## config.mk

```make
export PLATFORM = sky130hd
export DESIGN_NAME = trap_entry_unit
export DESIGN_NICKNAME = d
export VERILOG_FILES = /design/src/rtl/trap_pkg.sv /design/src/rtl/trap_cop_track.sv /design/src/rtl/trap_arbiter.sv /design/src/rtl/trap_status.sv /design/src/rtl/trap_entry_unit.sv
export SDC_FILE = /design/constraint.sdc
export NUM_CORES = 1
export LEC_CHECK = 0
export BUFFER_PORTS_ARGS = -buffer_cell sky130_fd_sc_hd__buf_2
export CORE_UTILIZATION = 54
export DETAILED_ROUTE_END_ITERATION = 10
export PLACE_DENSITY_LB_ADDON = 0.12
export SYNTH_ARGS = -nofsm -noshare
export SYNTH_HDL_FRONTEND = slang
export SYNTH_HIERARCHICAL = 1
export SYNTH_SLANG_ARGS = --single-unit
```

## constraint.sdc

```tcl
create_clock -name clk -period 3.4 [get_ports clk]
set_input_delay 0.17 -clock clk [delete_from_list [all_inputs] [get_ports clk]]
set_output_delay 0.17 -clock clk [all_outputs]
set_load 0.1 [all_outputs]
```

## src/rtl/trap_pkg.sv

```systemverilog
package trap_pkg;
  typedef enum logic [2:0] {
    OPC_PLAIN    = 3'd0,
    OPC_SWI      = 3'd1,
    OPC_DBG      = 3'd2,
    OPC_COP_OP   = 3'd3,
    OPC_COP_LD   = 3'd4,
    OPC_COP_ST   = 3'd5,
    OPC_COP_SAVE = 3'd6
  } opc_e;

  typedef enum logic [2:0] {
    TK_NONE,
    TK_NMI,
    TK_CERR,
    TK_CABS,
    TK_SWI,
    TK_DBG,
    TK_STEP
  } trap_kind_e;

  function automatic logic kind_masks(trap_kind_e k);
    return (k == TK_NMI) || (k == TK_CERR) || (k == TK_CABS) || (k == TK_SWI);
  endfunction
endpackage

```

## src/rtl/trap_cop_track.sv

```systemverilog
module trap_cop_track
  import trap_pkg::*;
#(
  parameter int NCOP = 4,
  localparam int CW = (NCOP > 1) ? $clog2(NCOP) : 1
) (
  input  logic            clk,
  input  logic            rst_n,
  input  logic            issue_valid,
  input  logic [2:0]      issue_class,
  input  logic [CW-1:0]   issue_cop,
  input  logic [NCOP-1:0] cop_present,
  input  logic [NCOP-1:0] cop_err_set,
  input  logic            err_taken,
  output logic            absent_hit,
  output logic            err_hit,
  output logic [NCOP-1:0] pend_q
);
  logic is_cop, err_elig;
  logic [NCOP-1:0] pend_d;

  always_comb begin
    is_cop   = (issue_class == OPC_COP_OP) || (issue_class == OPC_COP_LD) ||
               (issue_class == OPC_COP_ST) || (issue_class == OPC_COP_SAVE);
    err_elig = (issue_class == OPC_COP_OP) || (issue_class == OPC_COP_LD) ||
               (issue_class == OPC_COP_ST);
    absent_hit = issue_valid && is_cop && !cop_present[issue_cop];
    err_hit    = issue_valid && err_elig && pend_q[issue_cop];
  end

  for (genvar i = 0; i < NCOP; i++) begin : g_pend
    logic clr;
    always_comb begin
      clr       = err_taken && (issue_cop == CW'(i));
      pend_d[i] = cop_err_set[i] || (pend_q[i] && !clr);
    end
    always_ff @(posedge clk or negedge rst_n) begin
      if (!rst_n) pend_q[i] <= 1'b0;
      else        pend_q[i] <= pend_d[i];
    end
  end
endmodule

```

## src/rtl/trap_arbiter.sv

```systemverilog
module trap_arbiter
  import trap_pkg::*;
#(
  parameter logic [7:0] VEC_NMI  = 8'h0F,
  parameter logic [7:0] VEC_CERR = 8'h0E,
  parameter logic [7:0] VEC_CABS = 8'h0D,
  parameter logic [7:0] VEC_STEP = 8'h0C,
  parameter logic [7:0] VEC_DBG  = 8'h09
) (
  input  logic       nmi_req,
  input  logic       err_hit,
  input  logic       absent_hit,
  input  logic       swi_hit,
  input  logic       dbg_hit,
  input  logic       step_hit,
  input  logic [7:0] imm,
  output trap_kind_e kind,
  output logic [7:0] vec
);
  always_comb begin
    kind = TK_NONE;
    vec  = 8'h00;
    if (nmi_req) begin
      kind = TK_NMI;  vec = VEC_NMI;
    end else if (err_hit) begin
      kind = TK_CERR; vec = VEC_CERR;
    end else if (absent_hit) begin
      kind = TK_CABS; vec = VEC_CABS;
    end else if (swi_hit) begin
      kind = TK_SWI;  vec = imm;
    end else if (dbg_hit) begin
      kind = TK_DBG;  vec = VEC_DBG;
    end else if (step_hit) begin
      kind = TK_STEP; vec = VEC_STEP;
    end
  end
endmodule

```

## src/rtl/trap_status.sv

```systemverilog
module trap_status
  import trap_pkg::*;
#(
  parameter logic RST_IE  = 1'b1,
  parameter logic RST_STK = 1'b1
) (
  input  logic       clk,
  input  logic       rst_n,
  input  trap_kind_e kind,
  input  logic       trap_return,
  output logic       ie_q,
  output logic       stk_q,
  output logic       sie_q,
  output logic       sstk_q
);
  logic take, ie_d, stk_d, sav_en, st_en;

  always_comb begin
    take   = (kind != TK_NONE);
    sav_en = take;
    st_en  = take || trap_return;
    ie_d   = ie_q;
    stk_d  = stk_q;
    if (take) begin
      if (kind_masks(kind)) begin
        ie_d  = 1'b0;
        stk_d = 1'b0;
      end
    end else if (trap_return) begin
      ie_d  = sie_q;
      stk_d = sstk_q;
    end
  end

  always_ff @(posedge clk or negedge rst_n) begin
    if (!rst_n) begin
      ie_q  <= RST_IE;
      stk_q <= RST_STK;
    end else if (st_en) begin
      ie_q  <= ie_d;
      stk_q <= stk_d;
    end
  end

  always_ff @(posedge clk or negedge rst_n) begin
    if (!rst_n) begin
      sie_q  <= RST_IE;
      sstk_q <= RST_STK;
    end else if (sav_en) begin
      sie_q  <= ie_q;
      sstk_q <= stk_q;
    end
  end
endmodule

```

## src/rtl/trap_entry_unit.sv

```systemverilog
module trap_entry_unit
  import trap_pkg::*;
#(
  parameter int         NCOP       = 4,
  parameter int         AW         = 32,
  parameter int         INSN_BYTES = 2,
  parameter logic [7:0] VEC_NMI    = 8'h0F,
  parameter logic [7:0] VEC_CERR   = 8'h0E,
  parameter logic [7:0] VEC_CABS   = 8'h0D,
  parameter logic [7:0] VEC_STEP   = 8'h0C,
  parameter logic [7:0] VEC_DBG    = 8'h09,
  parameter logic       RST_IE     = 1'b1,
  parameter logic       RST_STK    = 1'b1,
  localparam int        CW         = (NCOP > 1) ? $clog2(NCOP) : 1
) (
  input  logic            clk,
  input  logic            rst_n,
  input  logic            issue_valid,
  input  logic [2:0]      issue_class,
  input  logic [7:0]      issue_imm,
  input  logic [CW-1:0]   issue_cop,
  input  logic [AW-1:0]   issue_pc,
  input  logic [NCOP-1:0] cop_present,
  input  logic [NCOP-1:0] cop_err_set,
  input  logic            trace_en,
  input  logic            nmi_req,
  input  logic            trap_return,
  output logic            trap_take,
  output logic [7:0]      trap_vec,
  output logic [AW-1:0]   trap_ret_addr,
  output logic            ie,
  output logic            stk_sel,
  output logic            saved_ie,
  output logic            saved_stk
);
  logic rst_m, rst_q;
  always_ff @(posedge clk or negedge rst_n) begin
    if (!rst_n) begin
      rst_m <= 1'b0;
      rst_q <= 1'b0;
    end else begin
      rst_m <= 1'b1;
      rst_q <= rst_m;
    end
  end

  logic            absent_hit, err_hit, swi_hit, dbg_hit, step_hit;
  logic [NCOP-1:0] pend_q;
  trap_kind_e      kind;
  logic [7:0]      vec_d;
  logic [AW-1:0]   ret_d;

  always_comb begin
    swi_hit  = issue_valid && (issue_class == OPC_SWI);
    dbg_hit  = issue_valid && (issue_class == OPC_DBG);
    step_hit = issue_valid && trace_en;
    ret_d    = issue_valid ? issue_pc + AW'(INSN_BYTES) : issue_pc;
  end

  trap_cop_track #(.NCOP(NCOP)) u_cop (
    .clk(clk), .rst_n(rst_q),
    .issue_valid(issue_valid), .issue_class(issue_class), .issue_cop(issue_cop),
    .cop_present(cop_present), .cop_err_set(cop_err_set),
    .err_taken(kind == TK_CERR),
    .absent_hit(absent_hit), .err_hit(err_hit), .pend_q(pend_q)
  );

  trap_arbiter #(
    .VEC_NMI(VEC_NMI), .VEC_CERR(VEC_CERR), .VEC_CABS(VEC_CABS),
    .VEC_STEP(VEC_STEP), .VEC_DBG(VEC_DBG)
  ) u_arb (
    .nmi_req(nmi_req), .err_hit(err_hit), .absent_hit(absent_hit),
    .swi_hit(swi_hit), .dbg_hit(dbg_hit), .step_hit(step_hit),
    .imm(issue_imm), .kind(kind), .vec(vec_d)
  );

  trap_status #(.RST_IE(RST_IE), .RST_STK(RST_STK)) u_stat (
    .clk(clk), .rst_n(rst_q), .kind(kind), .trap_return(trap_return),
    .ie_q(ie), .stk_q(stk_sel), .sie_q(saved_ie), .sstk_q(saved_stk)
  );

  logic take_en;
  always_comb take_en = (kind != TK_NONE);

  always_ff @(posedge clk or negedge rst_q) begin
    if (!rst_q) trap_take <= 1'b0;
    else        trap_take <= take_en;
  end

  always_ff @(posedge clk or negedge rst_q) begin
    if (!rst_q) begin
      trap_vec      <= 8'h00;
      trap_ret_addr <= '0;
    end else if (take_en) begin
      trap_vec      <= vec_d;
      trap_ret_addr <= ret_d;
    end
  end
endmodule


```

==> results.toml <==
[outcome]
status = "finished clean"

[die]
start_util_pct = 56.57
row_count = 26
io_pins = 104
dieHeight_um = 75.38
core_um2 = 5140
design.die.area_um2 = 5682
die_w_um = 75.38

[synthesis]
synth_seq_area_share_pct = 44.06
netlist_top_cells_area = "dfrtp_1 (40%), nand2_1 (7.0%), o21ai_0 (4.3%), dfstp_2 (3.6%), a31oi_1 (2.8%)"
synth_flop_cell = "dfrtp_1"
syn_area_um2 = 2908
syn_avg_cell_area_um2 = 9.115
synth-seq-cells = 51
syn-num-nets = 379
synthesis.instances = 319
ys_types = 56
synth_top_area_cell = "dfrtp_1"
synth_top_area_share_pct = 40.45
synth_edf_count = 0
yosysWarningCount = 6
async_reset_ff_share_pct = 100.0

[clock_network]
cts-root-buf = "clkbuf_8"
post_cts_buffers = 0
cts.path.max_buffers = 2
clkTransAtPathRegs_ps = 90
cts_tree = "built"
cts_resized = 0
clkSinkCount = 51
htree_levels = 2
cts_made_buffers = 5
insertion_delay_ps = 300

[route]
finalWirelength_um = 6850
drt_iter0_markers = 87
num_vias = 2771
vias_per_cell = 5.621
wl_per_cell_um = 13.89
drtAntennaViolNets = 0
drt-pass1-iter-count = 4
drc = 0

[grt]
grt_use_met3_pct = 5.291
gr-max-usage-layer = "met2"
grt_start_max_net_pins = 50
grt_pass1_wl_um = 10770
grt_pass1_vias = 2441
grt_overflow_total = 0
antenna_found_initial = 0
grt_usage_pct = 24.87
met2_usage_pct = 43.25
grtUsageMet1_pct = 31.19

[power]
p_total_mw = 1.919
vdd_drop_max_mv = 0.2815
power_density_nw_per_um2 = 528.9
p_leak_nw = 1.579

[finish]
area_growth_pct = 24.74
nNetsFinal = 482
drive_above_1_share_pct = 31.91
diodes = 0
fillers = 452

[timing]
finalSetupViolations = 0
rsz0062_at_grt = "no"
hold_viol = 0
fin_crit_ps = 2842
fin_tns_setup_ps = 0
slew_headroom_pct = 29.57
period_share_pct = 83.59
final_max_slew_viol_count = 0
worst_slew_pin_slew_ps = 1057
fmax_ghz = 0.3518
finClkSkew_ps = 8.283

[place]
portBuffers = 103
hpwl_um = 5140
gp_congestion = 0.8535

[setup_path]
cp_slowest_stage_delay_ps = 480
worstPathRequired_ps = 3590
crit_chain = "mux4_2 > o211a_1 > nor3_1 > nor2b_1 > nor3_2 > clkinv_1 > buf_4 > mux2_2"
cp-end-kind = "register"
cp_slowest_cell = "mux4_2"
critical_path_class = "register to register"
crit_arrival_ps = 3040
crit_path_start_kind = "register"
cp_max_fo = 19

[hold_path]
worstHoldPathType = "input pin to register"

[job]
cap_viol_max_count = 0
[power by group]
group	internal [mW]	switching, mW
registers	0.671	0.0460
clock network	0.238	0.199
logic	0.139	0.626
[repair_timing]
action,CTS,global route
setup endpoints to repair,0,0
hold buffers,1,0
hold endpoints to repair,2,0
[per-stage QoR]
| step | hold WS (ps) | setup WS [ps] | util [%] | std cells | instance area, µm² |
|---|---|---|---|---|---|
| after floorplan | -125.6 | 739.0 | - | 319 | 2908 |
| after global placement | -44.87 | 606.4 | 68.09 | 484 | 3500 |
| after detailed placement | -43.01 | 523.4 | 68.09 | 484 | 3500 |
| after CTS | 34.33 | 565.4 | 70.57 | 493 | 3627 |
| after global routing | 32.27 | 375.9 | 70.57 | 493 | 3627 |
| final | 40.28 | 557.8 | 70.57 | 493 | 3627 |
[cell usage after synthesis, types with 3 or more instances]
master	instances
dfrtp_1	47
nand3b_1	6
nor2_1	17
nand4_1	9
nor4_1	5
a31oi_1	13
inv_1	5
o31ai_1	5
nor3_1	4
and4_1	3
or3_1	9
a21oi_1	3
and2_1	7
and3_1	6
or4_1	7
o211ai_1	5
a21o_1	4
o21ai_0	25
xor2_1	4
nor2b_1	3
dfstp_2	4
xnor2_1	8
mux2i_1	3
or3b_1	3
clkbuf_1	9
nand3_1	16
nand2_1	54
[path summary, 6_finish.rpt]
path,slack (ps),to,start,cells past startpoint
max,560,trap_ret_addr[11]$_DFFE_PN0P_,u_cop/pend_q[3]$_DFF_PN0_,8
min,40,u_cop/pend_q[0]$_DFF_PN0_,cop_err_set[0],2
max reg2reg,560,trap_ret_addr[11]$_DFFE_PN0P_,u_cop/pend_q[3]$_DFF_PN0_,8
min reg2reg,360,rst_q$_DFF_PN0_,rst_m$_DFF_PN0_,0
max in group asynchronous,2270,u_cop/pend_q[0]$_DFF_PN0_,rst_q$_DFF_PN0_,0
min in group asynchronous,160,rst_m$_DFF_PN0_,rst_n,2
[state kept, by name, indices dropped and copies added, names as in the netlist]
register,count
u_stat/sstk_q,1
u_stat/sie_q,1
rst_m,1
trap_ret_addr,32
trap_vec,8
trap_take,1
u_cop/pend_q,4
u_stat/stk_q,1
rst_q,1
u_stat/ie_q,1
[cell usage in the layout, fill, tap and decap left out, drive strengths merged, types with 3 or more instances in the layout]
master | synthesis | final
dfrtp | 47 | 47
o211ai | 5 | 5
nand2 | 54 | 54
nor2 | 17 | 17
or3b | 4 | 4
nand3b | 6 | 6
buf | 3 | 107
clkbuf | 9 | 6
nor3 | 4 | 4
mux2 | 3 | 3
and4 | 3 | 3
mux2i | 3 | 3
o21ai | 25 | 25
or4 | 8 | 8
xnor2 | 8 | 8
xor2 | 4 | 4
o31ai | 5 | 5
nand3 | 17 | 17
a21oi | 4 | 4
a31oi | 13 | 13
nand4 | 9 | 9
inv | 5 | 5
nor2b | 3 | 3
dfstp | 4 | 4
and3 | 6 | 6
or3 | 10 | 10
and2 | 8 | 8
nor4 | 5 | 5
a21o | 4 | 4
[routing by layer]
layer	part of all wire (%)	vias to the layer above
met5	0	-
met4	1.4	0
met3	5.4	9
met2	49	80
met1	44	1307
li1	-	1375
[cell families after synthesis]
kind of cell / synth area share (%)
other: 0.1290
buffers and inverters: 2.409
DFF: 44.06
muxes: 4.002
AOI/OAI and AO/OA: 14.24
xor gates and xnor gates: 3.614
and+or+nand+nor: 31.11
adders and majority gates: 0.4302
[final cells by class]
| class | count | area, µm² | share of cell area (%) |
|---|---|---|---|
| Multi-Input combinational cell | 250 | 1562 | 43.05 |
| Tap cell | 70 | 87.58 | 2.415 |
| Inverter | 6 | 22.52 | 0.6209 |
| Clock inverter | 2 | 35.03 | 0.9658 |
| Clock buffer | 6 | 82.58 | 2.277 |
| Timing Repair Buffer | 108 | 555.5 | 15.32 |
| Sequential cell | 51 | 1282 | 35.36 |
[critical path: cells and delay by family, from the launching register on]
| kind | cells | cell delay, ps |
|---|---|---|
| buffers and inverters | 2 | 530 |
| AND/OR/NAND/NOR | 3 | 770 |
| AO/OA/AOI/OAI | 1 | 230 |
| multiplexers | 2 | 830 |
| flip-flops | 1 | 390 |
Note: power is estimated with default switching activity, not from simulation.
